File: src/rtl/tx_sched_pkg.sv
package tx_sched_pkg;
  localparam int unsigned TX_SLOTS = 3;

  typedef enum logic [1:0] {
    END_NONE = 2'd0,
    END_OK   = 2'd1,
    END_LOST = 2'd2
  } tx_end_e;
endpackage

File: src/rtl/tx_slot_store.sv
module tx_slot_store #(
  parameter int NSLOT  = 3,
  parameter int ID_W   = 29,
  parameter int DATA_W = 64,
  parameter int PRIO_W = 8,
  localparam int SEL_W = $clog2(NSLOT)
) (
  input  logic                              clk_i,
  input  logic                              rst_ni,
  input  logic                              wr_en_i,
  input  logic [SEL_W-1:0]                  wr_slot_i,
  input  logic [ID_W-1:0]                   wr_id_i,
  input  logic [DATA_W-1:0]                 wr_data_i,
  input  logic [PRIO_W-1:0]                 wr_prio_i,
  input  logic [NSLOT-1:0]                  rdy_set_i,
  input  logic [NSLOT-1:0]                  abort_i,
  input  logic [NSLOT-1:0]                  irq_clr_i,
  input  logic [NSLOT-1:0]                  lock_mask_i,
  input  logic [NSLOT-1:0]                  ok_mask_i,
  output logic [NSLOT-1:0]                  ready_o,
  output logic [NSLOT-1:0]                  done_o,
  output logic [NSLOT-1:0]                  ack_o,
  output logic [NSLOT-1:0][PRIO_W-1:0]      prio_o,
  output logic [NSLOT-1:0][ID_W-1:0]        id_o,
  output logic [NSLOT-1:0][DATA_W-1:0]      data_o
);
  for (genvar i = 0; i < NSLOT; i++) begin : g_slot
    logic we, abort_hit, set_hit;

    assign we        = wr_en_i && (wr_slot_i == SEL_W'(i)) && !lock_mask_i[i];
    assign abort_hit = abort_i[i] && ready_o[i] && !lock_mask_i[i];
    assign set_hit   = rdy_set_i[i] && !lock_mask_i[i];

    always_ff @(posedge clk_i or negedge rst_ni) begin
      if (!rst_ni) begin
        id_o[i]   <= '0;
        data_o[i] <= '0;
        prio_o[i] <= '0;
      end else if (we) begin
        id_o[i]   <= wr_id_i;
        data_o[i] <= wr_data_i;
        prio_o[i] <= wr_prio_i;
      end
    end

    always_ff @(posedge clk_i or negedge rst_ni) begin
      if (!rst_ni) begin
        ready_o[i] <= 1'b0;
        ack_o[i]   <= 1'b0;
      end else if (ok_mask_i[i]) begin
        ready_o[i] <= 1'b0;
      end else if (abort_hit) begin
        ready_o[i] <= 1'b0;
        ack_o[i]   <= 1'b1;
      end else if (set_hit) begin
        ready_o[i] <= 1'b1;
        ack_o[i]   <= 1'b0;
      end
    end

    // completion beats a same-cycle clear
    always_ff @(posedge clk_i or negedge rst_ni) begin
      if (!rst_ni)           done_o[i] <= 1'b0;
      else if (ok_mask_i[i]) done_o[i] <= 1'b1;
      else if (irq_clr_i[i]) done_o[i] <= 1'b0;
    end
  end
endmodule

File: src/rtl/tx_prio_pick.sv
module tx_prio_pick #(
  parameter int NSLOT  = 3,
  parameter int PRIO_W = 8,
  localparam int SEL_W = $clog2(NSLOT)
) (
  input  logic [NSLOT-1:0]             elig_i,
  input  logic [NSLOT-1:0][PRIO_W-1:0] prio_i,
  output logic                         found_o,
  output logic [SEL_W-1:0]             idx_o
);
  logic [PRIO_W-1:0] best_prio;

  // strict compare keeps the lower index on ties
  always_comb begin
    found_o   = 1'b0;
    idx_o     = '0;
    best_prio = '1;
    for (int i = 0; i < NSLOT; i++) begin
      if (elig_i[i] && (!found_o || prio_i[i] < best_prio)) begin
        found_o   = 1'b1;
        idx_o     = SEL_W'(i);
        best_prio = prio_i[i];
      end
    end
  end
endmodule

File: src/rtl/tx_lock_ctrl.sv
module tx_lock_ctrl
  import tx_sched_pkg::*;
#(
  parameter int NSLOT  = 3,
  localparam int SEL_W = $clog2(NSLOT)
) (
  input  logic             clk_i,
  input  logic             rst_ni,
  input  logic             req_i,
  input  logic             ok_i,
  input  logic             lost_i,
  input  logic             found_i,
  input  logic [SEL_W-1:0] pick_i,
  output logic             valid_o,
  output logic [SEL_W-1:0] slot_o,
  output logic [NSLOT-1:0] lock_mask_o,
  output logic [NSLOT-1:0] ok_mask_o
);
  tx_end_e end_kind;
  logic    ending, take;

  always_comb begin
    end_kind = END_NONE;
    if (valid_o) begin
      if (ok_i)        end_kind = END_OK;
      else if (lost_i) end_kind = END_LOST;
    end
  end

  assign ending = (end_kind != END_NONE);
  assign take   = req_i && found_i && (!valid_o || ending);

  for (genvar i = 0; i < NSLOT; i++) begin : g_mask
    assign lock_mask_o[i] = valid_o && (slot_o == SEL_W'(i));
    assign ok_mask_o[i]   = lock_mask_o[i] && (end_kind == END_OK);
  end

  always_ff @(posedge clk_i or negedge rst_ni) begin
    if (!rst_ni) begin
      valid_o <= 1'b0;
      slot_o  <= '0;
    end else if (take) begin
      valid_o <= 1'b1;
      slot_o  <= pick_i;
    end else if (ending) begin
      valid_o <= 1'b0;
    end
  end
endmodule

File: src/rtl/tx_prio_sched.sv
module tx_prio_sched #(
  parameter int NSLOT  = tx_sched_pkg::TX_SLOTS,
  parameter int ID_W   = 29,
  parameter int DATA_W = 64,
  parameter int PRIO_W = 8,
  localparam int SEL_W = $clog2(NSLOT)
) (
  input  logic              clk_i,
  input  logic              rst_ni,
  input  logic              wr_en_i,
  input  logic [SEL_W-1:0]  wr_slot_i,
  input  logic [ID_W-1:0]   wr_id_i,
  input  logic [DATA_W-1:0] wr_data_i,
  input  logic [PRIO_W-1:0] wr_prio_i,
  input  logic [NSLOT-1:0]  rdy_set_i,
  input  logic [NSLOT-1:0]  abort_i,
  input  logic [NSLOT-1:0]  irq_clr_i,
  output logic [NSLOT-1:0]  ready_o,
  output logic [NSLOT-1:0]  done_o,
  output logic [NSLOT-1:0]  abort_ack_o,
  output logic              irq_o,
  input  logic              tx_req_i,
  input  logic              tx_ok_i,
  input  logic              tx_lost_i,
  output logic              tx_valid_o,
  output logic [SEL_W-1:0]  tx_slot_o,
  output logic [ID_W-1:0]   tx_id_o,
  output logic [DATA_W-1:0] tx_data_o
);
  logic [NSLOT-1:0]              lock_mask, ok_mask, elig;
  logic [NSLOT-1:0][PRIO_W-1:0]  prio;
  logic [NSLOT-1:0][ID_W-1:0]    ids;
  logic [NSLOT-1:0][DATA_W-1:0]  datas;
  logic                          found;
  logic [SEL_W-1:0]              pick;

  tx_slot_store #(
    .NSLOT(NSLOT), .ID_W(ID_W), .DATA_W(DATA_W), .PRIO_W(PRIO_W)
  ) u_store (
    .clk_i, .rst_ni, .wr_en_i, .wr_slot_i, .wr_id_i, .wr_data_i, .wr_prio_i,
    .rdy_set_i, .abort_i, .irq_clr_i,
    .lock_mask_i(lock_mask),
    .ok_mask_i  (ok_mask),
    .ready_o,
    .done_o,
    .ack_o      (abort_ack_o),
    .prio_o     (prio),
    .id_o       (ids),
    .data_o     (datas)
  );

  // a slot finishing successfully this cycle must not be re-picked
  assign elig = ready_o & ~abort_i & ~ok_mask;

  tx_prio_pick #(.NSLOT(NSLOT), .PRIO_W(PRIO_W)) u_pick (
    .elig_i (elig),
    .prio_i (prio),
    .found_o(found),
    .idx_o  (pick)
  );

  tx_lock_ctrl #(.NSLOT(NSLOT)) u_lock (
    .clk_i, .rst_ni,
    .req_i      (tx_req_i),
    .ok_i       (tx_ok_i),
    .lost_i     (tx_lost_i),
    .found_i    (found),
    .pick_i     (pick),
    .valid_o    (tx_valid_o),
    .slot_o     (tx_slot_o),
    .lock_mask_o(lock_mask),
    .ok_mask_o  (ok_mask)
  );

  assign tx_id_o   = ids[tx_slot_o];
  assign tx_data_o = datas[tx_slot_o];
  assign irq_o     = |done_o;
endmodule

File: config.mk
export PLATFORM = sky130hd
export DESIGN_NAME = tx_prio_sched
export DESIGN_NICKNAME = d
export VERILOG_FILES = /design/src/rtl/tx_sched_pkg.sv /design/src/rtl/tx_slot_store.sv /design/src/rtl/tx_prio_pick.sv /design/src/rtl/tx_lock_ctrl.sv /design/src/rtl/tx_prio_sched.sv
export SDC_FILE = /design/constraint.sdc
export NUM_CORES = 1
export LEC_CHECK = 0
export BUFFER_PORTS_ARGS = -buffer_cell sky130_fd_sc_hd__buf_4
export CORE_UTILIZATION = 55
export DETAILED_ROUTE_END_ITERATION = 6
export HOLD_SLACK_MARGIN = 0.15
export PLACE_DENSITY = 0.78
export SYNTH_ARGS = -nofsm -noshare
export SYNTH_HDL_FRONTEND = slang
export SYNTH_SLANG_ARGS = --single-unit
export TNS_END_PERCENT = 10
File: constraint.sdc
create_clock -name clk_i -period 10.9 [get_ports clk_i]
set_clock_uncertainty 0.1 [all_clocks]
set_input_delay 1.635 -clock clk_i [delete_from_list [all_inputs] [get_ports clk_i]]
set_output_delay 1.635 -clock clk_i [all_outputs]
set_load 0.005 [all_outputs]
==> metrics list, run 1 <==
* Storage cell area: 0.00789 mm^2
- The clock net in this run drives a total of approximately 320 sinks.
- Post-synthesis area per instance: roughly 13 um^2
- Final hold violation count: 0
* Worst path max stage delay: a little over 800 ps
* Minimum clock period after layout: 5090 ps
* Post-route design area: about 0.017 mm^2
- In this run, the number of DRC markers left after iteration 0 of detailed routing was 520.
- Antenna violations before repair: 0
- Cell type with the highest aggregate area in the netlist: dfrtp_1
- The tree is rooted in a clkbuf_16.
- Number of maximum-capacitance violations: 0
- For the worst setup path, the data required time is 9170 ps.
- Across all setup checks in the final design, the least slack found is 5810 ps.
- The multi-input combinational cells in the finished layout cover a total of roughly 0.0059 mm^2.
* Class of the tightest hold or removal check: register to register
- The via count of the first global-routing pass came to 9744.
* Final Setup Violations: 0
- Number of synthesized flops with an enable pin: 0
- In this run the power density over the cells is roughly 260 mW/mm^2.
* Post-Synthesis Net Count: 1227
- Synthesis warning total: 0
- Layout cells sized above 1: between 40% and 50%
- The first global-routing pass estimated 50900 um of wire.
* Fraction of the yosys area taken by sequential cells: 55.8%
- Distinct cell type count of the synthesized netlist: 39
* Antenna Violating Nets Remaining: 0
- STA classifies the critical path startpoint as a register.
- After the last flow step, the layout net total stands at between 1000 and 1500.
* Leakage power: around 7.5 nW
- Summing every instance area after synthesis gives between 0.01 and 0.015 mm^2.
* Post-CTS clock slew at the launch and capture registers of the worst setup and hold paths: 60 ps
* Final sum of negative setup slack: 0 ps
- Number of remaining DRC errors: 0
* Number of core rows: 58
* Number of buffer cells added on primary ports: 223
* Core Area: around 0.025 mm^2
* Crit path max-delay cell type: dfrtp_2
- Total routed wirelength: 31000 um
* Area grow syn2layout: 21.0%
- Along the worst path, the maximum fanout reaches 65.
- Most common cell after layout, fill and taps aside: dfrtp_1
- Die outline area: ~0.026 mm^2
- TritonCTS created 34 clock buffers.
* Clock buffer depth: 3
- In this run the cell area measured after placement is 0.0160 mm^2.
* Via density per instance: 5.62
* Number of inserted filler cells in the final layout: 1827
* Max transition margin: about a third
* Io pins: 224
* Commonest non-fill, non-tap cells in the layout: 313 x dfrtp_1, 285 x mux2_2, 229 x buf_4, 121 x nand2_1, 116 x o21ai_0
- Setup repair after global routing left no endpoint under its margin.
- Drt first pass iters: 4
- By area the synthesized netlist is led by dfrtp_1 56%, mux2_2 23%, mux2i_1 6.6%, o21ai_0 4.1%, nand2_1 3.2%.
- Largest net degree at the start of global routing: 175
* Kind of end point of the critical path: primary output
- Number of gates resized after cts: 0
- Half-perimeter wire length of the detailed placement result: approximately 19000 um
- Cell-by-cell trace of the critical path: nor2b_4, buf_4, nand2_1, o21ai_0, buf_4
- The count of final max-slew check failures was 0.
* Die width: 162 um
- TritonCTS built the clock tree.
* Primary FF master, synth: dfrtp_1
- Overall die height: 162 um
* Share of the core filled with cells in the final layout: 67.9%
- Buffers inserted to repair hold after CTS numbered 0.
- Post-CTS timing repair inserted 0 buffers for setup.
- Across the VDD grid, the largest voltage drop is about 0.00019 V.
- Placer's final routability congestion estimate: 0.822
* Post-synth top area share: roughly 56%
* Arr. time, crit path: 3350 ps
* Vias post-DR: 9249
- For this run, asynchronously set or reset flops after synthesis account for 100%.
- Dividing the detail-routed wire length by the instance count gives 18.8 um.
- Initial core utilization: 56.1%
* Antenna cells: 0
- Static timing analysis puts the maximum clock frequency at roughly 0.2 GHz.
- Global-route congestion overflow total: 0
- Overall global routing resource usage: between 20% and 30%
* Pwr Total: 4.41 mW
- Prior to clock tree synthesis, the placed netlist has a worst setup slack of about 5600 ps.
* Clock latency of the later-clocked register in the worst-skew pair: 500 ps
* Run status: complete, no violations
- For the pin with the worst max-slew slack, the measured transition is 999 ps.
- The worst path uses a little under half of the clock period.
* #FFs+latches synth: 315
* CTS HTree Levels: 2
* Cells after synthesis: 1095
* Most frequent cell on the critical path: buf_4
* Critical path type: register to primary output
where the power goes:
group | switching, mW | internal [mW] | total, mW | leakage (nW)
Clock | 0.442 | 0.669 | 1.11 | 0.545
Sequential | 0.245 | 1.55 | 1.79 | 3.73
Combinational | 0.650 | 0.857 | 1.51 | 3.20
Total | 1.34 | 3.07 | 4.41 | 7.47
metrics by stage:
| stage | cells | hold WS (ps) |
|---|---|---|
| finish | 1646 | 388 |
| global route | 1646 | 406 |
| CTS | 1646 | 392 |
| detailed placement | 1588 | 380 |
| global placement | 1588 | 367 |
| floorplan | 1095 | 349 |
kinds of logic after synthesis:
| logic type | Yosys count | synth area share [%] |
|---|---|---|
| buffers and inverters | 80 | 2.56 |
| multiplexers | 389 | 30.2 |
| flip-flops | 315 | 55.8 |
| AND/OR/NAND/NOR | 157 | 4.81 |
| AO/OA/AOI/OAI | 140 | 5.44 |
| adder cells (fa/ha/maj) | 14 | 1.24 |
synthesized netlist by cell type, types with 2 or more instances:
library cell    n
nand3b_1        3
a21oi_1         9
mux2_2        285
mux2i_1        93
dfrtp_1       315
nand4b_1        2
o21ai_0       116
mux2_1         11
inv_1          12
nand4_1         2
nor2b_1         2
and4b_1         2
nand3_1         7
nand2_1       122
a32o_1          3
buf_2          46
nor2_1         10
clkbuf_1       21
ha_1           14
critical path: cells and delay by family, from the launching register on:
| family | cells | cell delay [ps] |
|---|---|---|
| AND/OR/NAND/NOR | 2 | 890 |
| buffers and inverters | 2 | 880 |
| flip-flops | 1 | 810 |
| AO/OA/AOI/OAI | 1 | 150 |
registers in the layout, summed over array words and instances, names as in the netlist:
name             flops
u_store.ack_o        3
u_store.id_o        87
u_store.ready_o      3
u_store.done_o       3
u_store.prio_o      24
u_lock.valid_o       1
u_store.data_o     192
u_lock.slot_o        2
path summary, 6_finish.rpt:
path | to | depth (start not counted) | slack [ps] | start
max in group asynchronous | u_store.data_o[124] | 2 | 8390 | rst_ni
hold / removal | u_store.data_o[190] | 1 | 390 | u_store.data_o[190]
setup reg to reg | u_lock.slot_o[0] | 16 | 6010 | u_lock.slot_o[0]
hold reg to reg | u_store.data_o[190] | 1 | 390 | u_store.data_o[190]
min in group asynchronous | u_store.data_o[15] | 1 | 990 | rst_ni
setup / recovery | tx_data_o[9] | 5 | 5810 | u_lock.slot_o[1]
final cells by class:
class	count	area share, %
clock buffer	52	6.21
clock inverter	6	0.176
inverter	12	0.263
multi-input combinational	700	34.6
sequential	315	46.1
tap	330	2.41
timing repair buffer	231	10.3
metal layers:
layer  vias to the layer above  track usage (%)  routed length (um)
li1                       4279                -                   -
met1                      4689             31.1               12900
met3                        54             4.90                1810
met5                         -                0                   0
met4                         0             7.38                 761
met2                       227             41.7               15500
No activity file was read; power rests on OpenSTA's default activity.
==> run 2, diff against run 1 <==
Settings changed: CORE_UTILIZATION 55 to 51, PLACE_DENSITY 0.78 to 0.76.
Clock period 10.9 ns to 4.5 ns, I/O delays scaled along.
==> run 2 against run 1 <==
  * Register-to-register slack got worse by 5500 ps
  * Die area increased by 7.7%
  * Sequential share of layout area decreased by 0.77 points
  * Non-clock buffer count grew 10
  * Largest cell class unchanged
==> metrics list, run 2 (synthesized netlist as in run 1, its figures left out) <==
- The largest fanout on the critical path was 15 (-77%).
- The total count of hold-check failures in the final report is 0 (unchanged).
* Vias in the first global route: 9895 (+1.5%)
* Antenna cells: 0 (unchanged)
* Post-route design area: 0.0174 mm^2 (+1.7%)
* Total routed wirelength: 31000 um (about the same)
- The root buffer cell chosen for the clock tree is clkbuf_16.
- The data required time of the worst path was 4790 ps (-4380 ps).
- The aggregate global-route resource usage was 22.4% (-1.9 points).
- Number of gates resized after cts: 0 (unchanged)
- Clock latency of the later-clocked register in the worst-skew pair: 510 ps (about the same)
- Number of remaining DRC errors: 0 (unchanged)
- Leakage power: 7.59 nW (+1.5%)
* Global-route congestion overflow total: 0 (unchanged)
- Number of core rows: 60 (+3.4%)
- Crit path launch: u_lock.slot_o[0]
* Run status: complete, no violations
- Setup repair after global routing left no endpoint under its margin.
* Antenna Violating Nets Remaining: 0 (unchanged)
- Counting flops per register, the top entry is u_store.data_o.
* Placer's final routability congestion estimate: 0.786 (-4.4%)
- The count of final max-slew check failures was 0 (unchanged).
- CTS HTree Levels: 2 (unchanged)
- The pin slew with the least headroom to its limit is 1030 ps (+27.8 ps).
- Antenna violations before repair: 0 (unchanged)
* Vias post-DR: 9321 (+0.78%)
* Crit path max-delay cell type: dfrtp_4
- By startpoint and endpoint, the worst setup path is classified as register to register.
- Most common cell after layout, fill and taps aside: dfrtp_1
- Pwr Total: 11.0 mW (+150%)
- The slack of the critical path is 514 ps (-5300 ps).
- The post-detailed-route via-to-cell ratio is 5.47 (-2.7%).
- The DRC marker count from the first detailed-route iteration was 437 (-16%).
* Share of the core filled with cells in the final layout: 64.2% (-3.7 points)
- The iteration count of the initial detailed-routing pass is 5 (+1).
- Half-perimeter wire length of the detailed placement result: 19200 um (+0.28%)
* Portion of the clock cycle consumed by the worst path in the final layout: 88.6%
- Final sum of negative setup slack: 0 ps (unchanged)
- Cell area power density: 630 mW/mm^2 (+140%)
- The layout cell share with drive strength beyond 1 was 44.6% (+0.75 points).
* Area grow syn2layout: 23.1%
- The initial core utilization came to 52.1% (-4.0 points).
- For the finished layout, the period the worst path requires is between 3000 and 4000 ps.
- Number of maximum-capacitance violations: 0 (unchanged)
- The placeable core area is 0.0271 mm^2 (+7.6%).
- The number of endpoints failing setup at the final stage came to 0 (unchanged).
- NumNets Final: 1437 (+0.77%)
* Instance area after placement: 0.0162 mm^2 (+1.1%)
- The floorplan die width came to 168 um (+3.8%).
* Setup fix buffers added after clock tree synthesis: 0 (unchanged)
- The clock-pin transition on the worst setup and hold timing paths is 60 ps (about the same).
* Arr. time, crit path: 4270 ps (+920 ps)
- The number of clock buffers inserted by TritonCTS came to 35 (+2.9%).
- Commonest non-fill, non-tap cells in the layout: 313 x dfrtp_1, 285 x mux2_2, 235 x buf_4, 121 x nand2_1, 116 x o21ai_0
- The number of hold-repair buffers added at the cts stage came to 0 (unchanged).
- Largest net degree at the start of global routing: 121 (-31%)
* CTS tree: built
- The number of clock sinks is 315 (unchanged).
- Flip-flop count of the largest register after layout: 192 (unchanged)
- The peak supply drop was 0.000426 V (+120%).
- The wire length per cell after detailed routing is 18.2 um (-3.5%).
- Io pins: 224 (unchanged)
- The largest registers in the layout are u_store.data_o (192), u_store.id_o (87), u_store.prio_o (24).
- In this run the worst hold path is classified as input pin to async pin.
* Overall die height: 168 um (+3.8%)
- The first-pass GRT wire length came to 51000 um (+0.12%).
- Clock buffer depth: 3 (unchanged)
* Kind of end point of the critical path: register
* Category of the worst setup path launch point: register
* Cell-by-cell trace of the critical path: nand4bb_1, nand3b_2, buf_4, nor2_1, ha_1, nand4_1, a21oi_1, a21oi_1, o21bai_2, o21ai_0, ha_1, or3_1, a221oi_2, o311ai_1, a211oi_2, nor2_1
- The overall die area came to 0.0284 mm^2 (+7.7%).
- Pre-CTS setup slack: 329 ps (-5230 ps)
- Number of buffer cells added on primary ports: 223 (unchanged)
- Max transition margin: 31.5% (-1.9 points)
* Reg-to-reg critical path startpoint: u_lock.slot_o[0]
- Timing would allow up to 0.251 GHz.
- Worst path max stage delay: 500 ps (-310 ps)
## run 2: metrics by stage
step,cells,hold slack (ps)
after floorplan,1095,279
after global placement,1640,367
after detailed placement,1640,376
after CTS,1704,181
after global routing,1704,214
final,1704,133
## run 2: critical path, delay by kind of cell, from the launching register on
| kind | cells | cell delay (ps) |
|---|---|---|
| AOI/OAI and AO/OA | 7 | 1490 |
| adders and majority gates | 2 | 520 |
| buffers and inverters | 1 | 190 |
| DFF | 1 | 500 |
| and+or+nand+nor | 6 | 1060 |
## run 2: worst paths after layout
check / slack (ps) / depth (start not counted) / to
setup / recovery: 510 / 16 / u_lock.slot_o[0]
hold / removal: 130 / 1 / u_store.data_o[124]
setup reg to reg: 510 / 16 / u_lock.slot_o[0]
hold reg to reg: 390 / 1 / u_store.data_o[189]
max in group asynchronous: 3140 / 2 / u_store.id_o[4]
min in group clk_i: 270 / 2 / u_store.done_o[1]
## run 2: layer usage
layer  vias to the layer above  GRT usage [%]  share of wire, %
met2                       213           37.9                49
li1                       4309              -                 -
met1                      4743           28.8                43
met4                         0           6.88               2.3
met5                         -              0                 0
met3                        56           5.03               5.7
## run 2: layout make-up
type	count	area, um^2
multi-input combinational	700	5910
tap	372	465
inverter	12	45.0
timing repair buffer	241	1880
fill	2027	9710
sequential	315	7890
clock inverter	14	170
clock buffer	50	1030
## run 2: power by group
group / internal [mW] / leakage (nW) / switching, mW
sequential: 3.75 / 3.73 / 0.478
clock: 1.78 / 0.594 / 1.13
combinational: 2.10 / 3.26 / 1.71
total: 7.64 / 7.59 / 3.32
==> run 3, diff against run 2 <==
Settings changed: RECOVER_POWER set to 25, SLEW_MARGIN set to 10.
==> run 3 against run 2 <==
  * The run now ends with max-capacitance violations, max-slew violations left
  * Power is essentially flat
  * Clock-buffer cell count is the same
  * Sequential share of layout area is essentially flat
  * Largest power group unchanged
==> metrics list, run 3 (synthesized netlist as in run 1, its figures left out) <==
* Critical path type: register to register
* Hold path startpoint: irq_clr_i[1]
- The via count of the first global-routing pass was 9895 (unchanged).
* Endpoint of the worst hold path: u_store.done_o[1]
* Final Setup Violations: 0 (unchanged)
* Clock latency of the later-clocked register in the worst-skew pair: 510 ps (about the same)
- The share of the clock period used by the worst path is 88.9% (+0.33 points).
- Reg-to-reg critical path startpoint: u_lock.slot_o[0]
- The first-pass GRT wire length came to 51000 um (unchanged).
- Area grow syn2layout: 23.0% (about the same)
- Flip-flop count of the largest register after layout: 192 (unchanged)
- Capture instance of the worst register-to-register path: u_lock.slot_o[0]
- The count of cells along the worst register-to-register path is 16 (unchanged).
* Unrepaired setup endpoints after global routing: false
- The count of standard-cell rows is 60 (unchanged).
- STA classifies the critical path endpoint as a register.
- Final Max Tran Viols: 120 (+120)
* Arr. time, crit path: 4290 ps (+20 ps)
- Maximum fanout count along the critical path: 15 (unchanged)
- Class of the tightest hold or removal check: input pin to register
- The post-layout utilization of the core is 64.1% (about the same).
- Register with the highest flop count: u_store.data_o
* FMAX: 0.250 GHz (-0.37%)
- The post-detailed-route via-to-cell ratio came to 5.47 (about the same).
* Cts hold-fix bufs: 0 (unchanged)
* CTS HTree Levels: 2 (unchanged)
* Post-CTS clock slew at the launch and capture registers of the worst setup and hold paths: 60 ps (about the same)
- The normalized max-slew margin is -98.8% (-130 points).
- Violations in the final reports: max-capacitance violations, max-slew violations
- The post-route standard cell area excluding fillers was 0.0174 mm^2 (about the same).
* Initial core utilization: 52.1% (unchanged)
* Number of clock sinks seen by CTS: 315 (unchanged)
* CTS Root Cell: clkbuf_16
- Placer's final routability congestion estimate: 0.786 (unchanged)
* Core Area: 0.0271 mm^2 (unchanged)
- Run status: finished with violations
- The initial antenna violation count was 0 (unchanged).
- Vias post-DR: 9315 (-0.064%)
- The DRC marker count from the first detailed-route iteration came to 420 (-3.9%).
- The count of port buffers added during placement is 223 (unchanged).
* Area of the multi-input gates: 0.00591 mm^2 (unchanged)
- Actual slew at the worst max-slew pin: 2980 ps (+1950 ps)
- Drt first pass iters: 4 (-1)
* Required time of the worst setup path: 4790 ps (about the same)
* Worst voltage drop across the vdd grid: 0.000427 V (+0.25%)
* Global-route congestion overflow total: 0 (unchanged)
* Leakage power: 7.58 nW (about the same)
- STA classifies the critical path startpoint as a register.
- The number of primary I/O pins came to 224 (unchanged).
- The post-CTS setup buffer count came to 0 (unchanged).
* Number of maximum-capacitance violations: 1 (+1)
- Die width: 168 um (unchanged)
* Final sum of negative setup slack: 0 ps (unchanged)
- Final hold violation count: 0 (unchanged)
- Instance area after placement: 0.0162 mm^2 (unchanged)
- Most common cell after layout, fill and taps aside: dfrtp_1
- The number of clock buffers inserted by TritonCTS was 35 (unchanged).
- The number of nets at the end of the flow was 1437 (unchanged).
- Overall global routing resource usage: 22.4% (unchanged)
* Storage cell area: 0.00789 mm^2 (unchanged)
- CTS tree: built
* Number of remaining DRC errors: 0 (unchanged)
* Total routed wirelength: 30900 um (-0.16%)
- Antenna Violating Nets Remaining: 0 (unchanged)
- Cell area power density: 631 mW/mm^2 (+0.11%)
* Worst hold path stage count: 2
- In the final layout, the registers with the most flip-flops are u_store.data_o (192), u_store.id_o (87), u_store.prio_o (24).
- Commonest non-fill, non-tap cells in the layout: 313 x dfrtp_1, 285 x mux2_2, 233 x buf_4, 121 x nand2_1, 116 x o21ai_0
* Flop2flop setup slack: 500 ps (about the same)
- The largest net degree at the start of global routing was 121 (unchanged).
- The die height came to 168 um (unchanged).
- Number of inserted filler cells in the final layout: 2030 (+0.15%)
- The worst slack on hold paths is 268 ps (+135 ps).
* Half-perimeter wire length of the detailed placement result: 19200 um (unchanged)
- The final critical delay including setup and external delays is 4000 ps (+15.0 ps).
- The wire length per cell after detailed routing came to 18.2 um (-0.16%).
- The antenna cell count was 0 (unchanged).
- The overall die area is 0.0284 mm^2 (unchanged).
* Clock buffer depth: 3 (unchanged)
- Number of gates resized after cts: 0 (unchanged)
- Layout cells sized above 1: 44.5% (-0.075 points)
## run 3: cell count changes in the layout (fill, tap and decap cells not counted), sizes merged
cell,change
buf,-3
clkbuf,+3
## run 3: worst max path at each step
| stage | start | endpoint | slack, ps |
|---|---|---|---|
| floorplan | tx_ok_i | u_lock.slot_o[0] | 640 |
| global placement | tx_ok_i | u_lock.slot_o[0] | 440 |
| detailed placement | tx_ok_i | u_lock.slot_o[0] | 330 |
| CTS | u_lock.slot_o[0] | u_lock.slot_o[0] | 510 |
| global route | u_lock.slot_o[0] | u_lock.slot_o[0] | 210 |
| finish | u_lock.slot_o[0] | u_lock.slot_o[0] | 500 |
## run 3: worst max-delay path: stages (launching register included)
cell	delay, ps
dfrtp_4	500
nand4bb_1	250
nand3b_2	160
buf_4	190
nor2_1	70
ha_1	310
nand4_1	130
a21oi_1	210
a21oi_1	130
o21bai_2	430
o21ai_0	160
ha_1	210
or3_1	380
a221oi_2	190
o311ai_1	150
a211oi_2	230
nor2_1	70
## run 3: power by group
part           switching, mW  total, mW  leakage, nW  internal (mW)
Clock                   1.13       2.91        0.594           1.78
Sequential             0.478       4.23         3.73           3.75
Combinational           1.71       3.81         3.25           2.10
Total                   3.32       11.0         7.58           7.64
## run 3: layout make-up
type | instances | share of cell area, %
clock buffers | 50 | 5.95
clock inverters | 14 | 0.979
inverters | 12 | 0.259
multi-input cells | 700 | 34.0
flip-flops and latches | 315 | 45.4
well taps | 372 | 2.68
repair buffers | 241 | 10.7
## run 3: layer usage
layer	global-route usage [%]	wire length, um
met2	37.9	15200
met4	6.88	704
met1	28.8	13300
met5	0	0
met3	5.03	1700
## run 3: through the flow
step | power (mW) | setup WS, ps | instances
finish | 11.0 | 499 | 1704
CTS | 11.1 | 509 | 1704
global route | 11.6 | 206 | 1704
global placement | 7.98 | 440 | 1640
floorplan | 6.26 | 641 | 1095
detailed placement | 8.12 | 329 | 1640
